**config.mk**
```make
export PLATFORM = sky130hd
export DESIGN_NAME = sync_flywheel
export DESIGN_NICKNAME = d
export VERILOG_FILES = /design/src/rtl/sfw_pkg.sv /design/src/rtl/sfw_pixel_ctr.sv /design/src/rtl/sfw_line_ctr.sv /design/src/rtl/sfw_out_stage.sv /design/src/rtl/sync_flywheel.sv
export SDC_FILE = /design/constraint.sdc
export NUM_CORES = 1
export LEC_CHECK = 0
export BUFFER_PORTS_ARGS = -buffer_cell sky130_fd_sc_hd__buf_2
export CAP_MARGIN = 5
export CORE_ASPECT_RATIO = 1.2
export CORE_MARGIN = 8
export CORE_UTILIZATION = 54
export CTS_BUF_LIST = sky130_fd_sc_hd__clkbuf_16
export CTS_CLUSTER_DIAMETER = 50
export CTS_CLUSTER_SIZE = 28
export DETAILED_ROUTE_END_ITERATION = 8
export PLACE_DENSITY = 0.9
export SYNTH_ARGS = -nofsm -noshare
export SYNTH_HDL_FRONTEND = slang
export SYNTH_HIERARCHICAL = 1
export SYNTH_SLANG_ARGS = --single-unit
export TNS_END_PERCENT = 1
```
**constraint.sdc**
```tcl
create_clock -name clk -period 2.65 [get_ports clk]
set_input_delay 0.53 -clock clk [delete_from_list [all_inputs] [get_ports clk]]
set_output_delay 0.53 -clock clk [all_outputs]
set_load 0.01 [all_outputs]
```
**src/rtl/sfw_pkg.sv**
```systemverilog
package sfw_pkg;
  // Output enable bit positions on out_oe.
  localparam int OE_HSYNC  = 0;
  localparam int OE_VSYNC  = 1;
  localparam int OE_FIELD  = 2;
  localparam int OE_ACTIVE = 3;
  localparam int OE_DVLD   = 4;
  localparam int OE_BITS   = 5;

  typedef struct packed {
    logic hsync;
    logic vsync;
    logic active;
    logic dvld;
  } sfw_flags_t;
endpackage

```
**src/rtl/sfw_pixel_ctr.sv**
```systemverilog
module sfw_pixel_ctr #(
  parameter int PIX_W = 10
) (
  input  logic             clk,
  input  logic             rst_n,
  input  logic             soft_rst,
  input  logic             hs_det,
  input  logic [PIX_W-1:0] line_len,
  output logic [PIX_W-1:0] pix,
  output logic             line_wrap
);
  logic [PIX_W-1:0] pix_q, pix_d;
  logic             end_of_line;

  always_comb begin
    end_of_line = (pix_q == line_len);
    line_wrap   = !soft_rst && (hs_det || end_of_line);
    if (soft_rst || hs_det || end_of_line)
      pix_d = '0;
    else
      pix_d = pix_q + 1'b1;
  end

  always_ff @(posedge clk or negedge rst_n) begin
    if (!rst_n) pix_q <= '0;
    else        pix_q <= pix_d;
  end

  assign pix = pix_q;
endmodule

```
**src/rtl/sfw_line_ctr.sv**
```systemverilog
module sfw_line_ctr #(
  parameter int PIX_W         = 10,
  parameter int TIMEOUT_LINES = 337,
  parameter int VS_LINES      = 3,
  localparam int LINE_W       = $clog2(TIMEOUT_LINES + 1)
) (
  input  logic              clk,
  input  logic              rst_n,
  input  logic              soft_rst,
  input  logic              vs_det,
  input  logic              line_wrap,
  input  logic [PIX_W-1:0]  pix,
  input  logic [PIX_W-1:0]  line_len,
  output logic [LINE_W-1:0] ln,
  output logic              field,
  output logic              vblank
);
  localparam logic [LINE_W-1:0] LAST_LINE = LINE_W'(TIMEOUT_LINES - 1);
  localparam logic [LINE_W-1:0] VS_LIM    = LINE_W'(VS_LINES);

  logic [LINE_W-1:0] ln_q, ln_d;
  logic              field_q, field_d;
  logic              late_half, timeout;

  always_comb begin
    late_half = (pix > (line_len >> 1));
    timeout   = line_wrap && (ln_q == LAST_LINE);
    ln_d      = ln_q;
    field_d   = field_q;
    if (soft_rst) begin
      ln_d    = '0;
      field_d = 1'b0;
    end else if (vs_det) begin
      ln_d    = '0;
      field_d = late_half;
    end else if (line_wrap) begin
      ln_d    = timeout ? '0 : ln_q + 1'b1;
      field_d = timeout ? ~field_q : field_q;
    end
  end

  always_ff @(posedge clk or negedge rst_n) begin
    if (!rst_n) begin
      ln_q    <= '0;
      field_q <= 1'b0;
    end else begin
      ln_q    <= ln_d;
      field_q <= field_d;
    end
  end

  assign ln     = ln_q;
  assign field  = field_q;
  assign vblank = (ln_q < VS_LIM);
endmodule

```
**src/rtl/sfw_out_stage.sv**
```systemverilog
module sfw_out_stage
  import sfw_pkg::*;
#(
  parameter int PIX_W = 10
) (
  input  logic             clk,
  input  logic             rst_n,
  input  logic             soft_rst,
  input  logic             burst_mode,
  input  logic             line_wrap,
  input  logic             vblank,
  input  logic [PIX_W-1:0] pix,
  input  logic [PIX_W-1:0] hs_start,
  input  logic [PIX_W-1:0] hs_end,
  input  logic [PIX_W-1:0] act_start,
  input  logic [PIX_W-1:0] act_end,
  output sfw_flags_t       flags,
  output logic             oe
);
  sfw_flags_t flags_q, flags_d;
  logic       oe_q, oe_d;
  logic       hs_win, act_win, act_any;

  always_comb begin
    hs_win  = (pix >= hs_start) && (pix < hs_end);
    act_win = (pix >= act_start) && (pix < act_end);
    act_any = burst_mode || act_win;
    if (soft_rst) begin
      flags_d = '0;
    end else begin
      flags_d.hsync  = hs_win;
      flags_d.vsync  = vblank;
      flags_d.active = act_any;
      flags_d.dvld   = act_any && !vblank;
    end
    if (soft_rst)       oe_d = 1'b0;
    else if (line_wrap) oe_d = 1'b1;
    else                oe_d = oe_q;
  end

  always_ff @(posedge clk or negedge rst_n) begin
    if (!rst_n) begin
      flags_q <= '0;
      oe_q    <= 1'b0;
    end else begin
      flags_q <= flags_d;
      oe_q    <= oe_d;
    end
  end

  assign flags = flags_q;
  assign oe    = oe_q;
endmodule

```
**src/rtl/sync_flywheel.sv**
```systemverilog
module sync_flywheel
  import sfw_pkg::*;
#(
  parameter int PIX_W         = 10,
  parameter int TIMEOUT_LINES = 337,
  parameter int VS_LINES      = 3,
  localparam int LINE_W       = $clog2(TIMEOUT_LINES + 1)
) (
  input  logic               clk,
  input  logic               rst_n,
  input  logic               soft_rst,
  input  logic               hs_det,
  input  logic               vs_det,
  input  logic               burst_mode,
  input  logic [PIX_W-1:0]   line_len,
  input  logic [PIX_W-1:0]   hs_start,
  input  logic [PIX_W-1:0]   hs_end,
  input  logic [PIX_W-1:0]   act_start,
  input  logic [PIX_W-1:0]   act_end,
  output logic               hsync,
  output logic               vsync,
  output logic               field,
  output logic               active,
  output logic               dvld,
  output logic [OE_BITS-1:0] out_oe
);
  logic [PIX_W-1:0]  pix_cnt;
  logic [LINE_W-1:0] ln_cnt;
  logic              line_wrap;
  logic              vblank;
  logic              oe_all;
  sfw_flags_t        flags;

  sfw_pixel_ctr #(.PIX_W(PIX_W)) u_pix (
    .clk       (clk),
    .rst_n     (rst_n),
    .soft_rst  (soft_rst),
    .hs_det    (hs_det),
    .line_len  (line_len),
    .pix       (pix_cnt),
    .line_wrap (line_wrap)
  );

  sfw_line_ctr #(
    .PIX_W         (PIX_W),
    .TIMEOUT_LINES (TIMEOUT_LINES),
    .VS_LINES      (VS_LINES)
  ) u_line (
    .clk       (clk),
    .rst_n     (rst_n),
    .soft_rst  (soft_rst),
    .vs_det    (vs_det),
    .line_wrap (line_wrap),
    .pix       (pix_cnt),
    .line_len  (line_len),
    .ln        (ln_cnt),
    .field     (field),
    .vblank    (vblank)
  );

  sfw_out_stage #(.PIX_W(PIX_W)) u_out (
    .clk        (clk),
    .rst_n      (rst_n),
    .soft_rst   (soft_rst),
    .burst_mode (burst_mode),
    .line_wrap  (line_wrap),
    .vblank     (vblank),
    .pix        (pix_cnt),
    .hs_start   (hs_start),
    .hs_end     (hs_end),
    .act_start  (act_start),
    .act_end    (act_end),
    .flags      (flags),
    .oe         (oe_all)
  );

  assign hsync  = flags.hsync;
  assign vsync  = flags.vsync;
  assign active = flags.active;
  assign dvld   = flags.dvld;

  generate
    for (genvar g = 0; g < OE_BITS; g++) begin : g_oe
      assign out_oe[g] = oe_all;
    end
  endgenerate
endmodule

```
-- Word level (Yosys, flattened, before mapping)
Cells that the tools add are included.
- bits of input ports: 56
- register bits: 25
- output and inout port bits: 10
- logic and storage cells: 46
- reductions and logical operators: 15
- bitwise gates (word level): 1
- $lt $le $gt $ge: 6
- mux-type cells: 12
- equal/unequal tests: 2
- $add $sub $neg: 2
- operator list (cell ; count):
    $mux W9 ; 4
    $ge A10 B10 Y1 ; 2
    $lt A10 B10 Y1 ; 2
    $add A10 B1 Y10 const B ; 1
    $eq A10 B10 Y1 ; 1
    $gt A10 B9 Y1 ; 1
    $mux W10 ; 1
    $add A9 B1 Y9 const B ; 1
    $eq A9 B9 Y1 const B ; 1
    $lt A9 B2 Y1 const B ; 1
    $mux W1 ; 6
    $reduce_bool A3 Y1 ; 2
    $logic_and A1 B1 Y1 ; 5
    $logic_or A1 B1 Y1 ; 4
    $mux W4 ; 1
    $logic_not A1 Y1 ; 2
    $reduce_and A2 Y1 ; 1
    $reduce_bool A2 Y1 ; 1
    $not A1 Y1 ; 1

-- Logic depth before layout (Yosys ltp)
- depth in word-level cells: 8
- gate-level depth with buffers: 9
- gate-level depth less buffers: 8

-- By module
Netlist, hierarchy kept.
- by module, submodules not included (module ; seq. area each (µm²) ; cells an instance ; times used ; area an instance (µm²)):
    sfw_out_stage ; 125.1 ; 137 ; 1 ; 1083.5
    sfw_line_ctr ; 250.2 ; 88 ; 1 ; 804.5
    sfw_pixel_ctr ; 250.2 ; 62 ; 1 ; 631.9
    sync_flywheel ; 0.0 ; 5 ; 1 ; 37.5

-- Worst setup path before layout
Ideal clock, no wire load.
- path kind: reg2reg
- from: reg u_pix.pix_q[3], in the netlist u_pix/pix[3]
- to: reg u_line.ln_q[6], in the netlist u_line/ln[6]
- arrival: 2019 ps
- required time: 2532 ps
- buffers on the path: 1
- slack: 513 ps
- period minus slack after synthesis: 2137 ps
- setup time: 118 ps
- stages on the path, launching flop included: 10
- cells stage by stage: dfrtp_1 -> buf_6 -> xor2_2 -> nor4_2 -> nand3_1 -> a21oi_1 -> o311a_1 -> nand4_1 -> xor2_1 -> nor2_1
- cells in the longest elaborated chain, start to end: 8
- elaborated cells on any way between the ends: 9
- those cells by class: 1 x eq/ne; 4 x mux; 4 x reduce/logical
- RTL lines (what ; line ; text):
    start, declared ; sfw_pixel_ctr.sv:12 ; logic [PIX_W-1:0] pix_q, pix_d;
    start signal, assigned ; sfw_pixel_ctr.sv:26 ; else pix_q <= pix_d;
    $eq A10 B10 Y1 (*) ; sfw_pixel_ctr.sv:16 ; end_of_line = (pix_q == line_len);
    $logic_or A1 B1 Y1 (*) ; sfw_pixel_ctr.sv:17 ; line_wrap = !soft_rst && (hs_det || end_of_line);
    $logic_and A1 B1 Y1 (*) ; sfw_pixel_ctr.sv:17 ;
    via line_wrap ; sync_flywheel.sv:29 ; logic line_wrap;
    $logic_and A1 B1 Y1 ; sfw_line_ctr.sv:27 ; timeout = line_wrap && (ln_q == LAST_LINE);
    $mux W9 ; sfw_line_ctr.sv:37 ; ln_d = timeout ? '0 : ln_q + 1'b1;
    $mux W9 ; sfw_line_ctr.sv:36 ; end else if (line_wrap) begin
    $mux W9 ; sfw_line_ctr.sv:33 ; end else if (vs_det) begin
    $mux W9 ; sfw_line_ctr.sv:30 ; if (soft_rst) begin
    end signal, assigned ; sfw_line_ctr.sv:47 ; ln_q <= ln_d;
    end, declared ; sfw_line_ctr.sv:21 ; logic [LINE_W-1:0] ln_q, ln_d;
The timed path passes the listed nets; every way through them passes the cells marked *. The select of a mux whose other input is x is not followed.
A chain may end at the register's enable or synchronous reset.

-- Final worst setup path
- from: in line_len[9]
- to: reg u_line.ln_q[8], in the netlist u_line/ln[8]
- cells in the longest elaborated chain, start to end: 8
- elaborated cells on any way between the ends: 9
- those cells by class: 1 x eq/ne; 4 x mux; 4 x reduce/logical
- RTL lines (what ; line ; text):
    start, declared ; sync_flywheel.sv:15 ; input logic [PIX_W-1:0] line_len,
    $eq A10 B10 Y1 (*) ; sfw_pixel_ctr.sv:16 ;
    $logic_or A1 B1 Y1 (*) ; sfw_pixel_ctr.sv:17 ;
    $logic_and A1 B1 Y1 (*) ; sfw_pixel_ctr.sv:17 ;
    via line_wrap ; sync_flywheel.sv:29 ;
    $logic_and A1 B1 Y1 ; sfw_line_ctr.sv:27 ;
    $mux W9 ; sfw_line_ctr.sv:37 ;
    $mux W9 ; sfw_line_ctr.sv:36 ;
    $mux W9 ; sfw_line_ctr.sv:33 ;
    $mux W9 ; sfw_line_ctr.sv:30 ;
Marked as above.

==> results.md <==
* Maxcap violations at 0
* Total wire length at 7.100 mm
* First-pass GRT wire length at 11.36 mm
* Crit path arrival time at 2400 ps
* Drt drc at 0
* Die X at 78.82 µm
* Post-DP HPWL at 5.584 mm
* Sequential power share at 0.428
* GP Congestion at 0.8926
* Fill count at 357
* Clock-pin transition on the worst setup and hold timing paths at 70 ps
* Post-synthesis cell count at 292
* TNS Setup at 0 ps
* Worst Skew at 3.442 ps
* Design area at 3057 µm²
* Final hold viol count at 0
* Setup bufs post-CTS at 0
* Die area at 7203 µm²
* Critical setup path kind: in -> reg
* Worst-Margin Slew at 585.4 ps
* Cell Pwr Density at 300.8 nW/µm²
* Max Freq at 0.4530 GHz
* Post-synthesis sequential area ratio at 0.2446
* Final net count at 472
* Hold buffers post-CTS at 0
* Number of distinct library cells after synthesis at 45
* Rows at 27
* First-pass iteration count of the detailed router at 6
* Layout cells sized above 1 at 0.2685
* Via count at 2,485
* Combinational share of power at 0.193
* Relative slew margins at 0.6097
* Setup crit start kind: input pin
* Worst skew pair latency at 260 ps
* GR Overflow Total at 0
* Register area at 625.6 µm²
* Number of synthesized register bits at 25
* Antenna Nets Post-Route at 0
* P_leak at 1.732 nW
* Largest net degree at the start of global routing at 26
* Switching part of the total at 0.2694
* Layout area overhead at 19.52%
* Average size of a mapped cell at 8.758 µm²
* Initial antenna violation count at 0
* Period utilization at 0.8331
* Clock power share at 0.379
* H-tree Lvls at 1
* CTS Buf Count at 3
* I/O pin cnt at 66
* Switching power total at 0.2477 mW
* Syn. warnings at 6
* Die extent in y at 91.39 µm
* Post_cts resized at 0
* Final Slew Violations at 0
* Initial core utilization at 0.5608
* Reg2reg path depth at 9
* Syn Std Cell Area at 2557 µm²
* Via density at 5.875
* CTS sink cnt at 25
* Post-DR wirelength/cell at 16.78 µm
* Footprint of the multi-input gates at 1650 µm²
* Internal power at 0.6718 mW
* Post-synthesis mux area share at 0
* Synth Area in Adders at 0.2446
* Final min period at 2208 ps
* Largest family of logic cells by synthesized area: adder cells
* Maximum VDD drop at 0.0002404 V
* Req. time, crit path at 2840 ps
* Total GRT Usage at 0.1933
* TritonCTS clock tree: built
* Area after DPL at 2974 µm²
* CTS max path bufs at 2
* Critical path fanouts, max at 7
* Hold Slack at 262.5 ps
* Port bufs at 65
* DRT iter0 DRCs at 256
* Hold Path Class: in -> async
* Status: finished, final reports clean
* Total core area at 4561 µm²
* XOR/XNOR Fraction of Synth Area at 0.08855
* Post-synth net total at 398
* Antenna Cells at 0
* RSZ-0062 raised after global routing: no
* Number of global-route vias before repair at 2,509
* Final setup viols at 0
* Clock root buffer master: clkbuf_16
* Compound-cell area share of the yosys netlist at 0.1311
* Crit end category: flop
* Simple-gate area share of the yosys netlist at 0.1810
[cells by family (layout without fill, tap and decap cells)]
logic type	count (synthesis)	after routing
XOR/XNOR	25	25
AND/OR/NAND/NOR	80	80
buffers and inverters	64	137
flip-flops	25	25
adder cells (fa/ha/maj)	50	50
AO/OA/AOI/OAI	48	48
[cells in the mapped netlist, drive strengths merged]
cell type | count | area share
a2111oi | 1 | 0.0034
nor2 | 27 | 0.051
nor4bb | 1 | 0.0039
a21o | 5 | 0.015
nand3 | 7 | 0.014
o21a | 1 | 0.0029
xor2 | 19 | 0.068
a211oi | 3 | 0.0088
a221o | 1 | 0.0039
o211ai | 7 | 0.021
inv | 56 | 0.082
a41oi | 1 | 0.0034
o21ai | 7 | 0.015
ha | 50 | 0.24
o32ai | 1 | 0.0034
a31oi | 1 | 0.0024
nand2 | 11 | 0.016
dfrtp | 25 | 0.24
a21oi | 13 | 0.025
nor4 | 3 | 0.018
buf | 8 | 0.028
or3 | 3 | 0.0073
o211a | 1 | 0.0039
a311o | 2 | 0.0078
and4 | 2 | 0.0078
nor2b | 6 | 0.015
nand4 | 10 | 0.024
nor3 | 6 | 0.012
o311a | 1 | 0.0039
o31a | 1 | 0.0034
nand4b | 1 | 0.0034
and3 | 2 | 0.0054
nand3b | 1 | 0.0029
a311oi | 1 | 0.0034
a2111o | 1 | 0.0044
xnor2 | 6 | 0.021
[sequential cells by signal, indices dropped and copies added (netlist names)]
register,cells
u_line/ln,9
u_pix/pix,10
u_out/flags,4
u_line/field,1
u_out/oe,1
[per-layer routing]
| layer | vias to the layer above | global-route usage | wire, µm |
|---|---|---|---|
| li1 | 1144 | - | - |
| met1 | 1154 | 0.1988 | 2456 |
| met2 | 160 | 0.3516 | 3756 |
| met3 | 27 | 0.04635 | 670 |
| met4 | 0 | 0.09752 | 216 |
| met5 | - | 0 | 0 |
[path summary, 6_finish.rpt]
check	startpoint	endpoint	slack, ps
min in group clk	soft_rst	u_out/flags[2]$_DFF_PN0_	590
min reg2reg	u_pix/pix[0]$_DFF_PN0_	u_pix/pix[0]$_DFF_PN0_	620
max in group asynchronous	rst_n	u_out/flags[3]$_DFF_PN0_	2000
max	line_len[9]	u_line/ln[8]$_DFFE_PN0P_	440
max reg2reg	u_pix/pix[9]$_DFF_PN0_	u_line/ln[8]$_DFFE_PN0P_	450
min	rst_n	u_out/oe$_DFFE_PN0P_	260
[cell type report]
| class | instances | area share |
|---|---|---|
| inverter | 56 | 0.06877 |
| clock inverter | 1 | 0.002456 |
| tap | 58 | 0.02374 |
| sequential | 25 | 0.2047 |
| multi-input combinational | 203 | 0.5399 |
| clock buffer | 3 | 0.02456 |
| timing repair buffer | 77 | 0.1359 |
[critical path, stage by stage]
cell	delay [ps]
buf_2	110
xor2_1	170
nor4_2	410
nand3_1	130
a21oi_1	160
buf_4	170
o311a_1	280
nand4_1	170
xor2_1	170
nor2_1	100
[cell usage in the layout (no fill, tap or decap), types with 5 or more instances in the layout]
cell type and n:
inv_1 56, buf_2 65, ha_1 50, dfrtp_1 25
xor2_1 18, nand3_1 7, nor2b_1 6, nor2_2 9
buf_4 12, a21o_1 5, nand2_1 11, xnor2_1 6
a21oi_1 13, o21ai_0 5, nand4_1 10, nor3_1 6
nor2_1 17, o211ai_1 7
[power groups by stage]
stage | Combinational [mW] | Clock (mW) | Sequential [mW]
after floorplan | 0.0948 | 0 | 0.401
after global placement | 0.165 | 0 | 0.401
after detailed placement | 0.175 | 0 | 0.401
after CTS | 0.177 | 0.350 | 0.394
after global routing | 0.197 | 0.366 | 0.394
final | 0.177 | 0.349 | 0.394
[through the flow]
step | setup slack (ps) | instances | util | power [mW]
floorplan | 512.5 | 292 | - | 0.4957
global placement | 378.6 | 419 | 0.6521 | 0.5660
detailed placement | 230.4 | 419 | 0.6521 | 0.5763
CTS | 492.0 | 423 | 0.6702 | 0.9205
global route | 337.5 | 423 | 0.6702 | 0.9579
finish | 442.4 | 423 | 0.6702 | 0.9195
No activity file was read; power rests on OpenSTA's default activity.
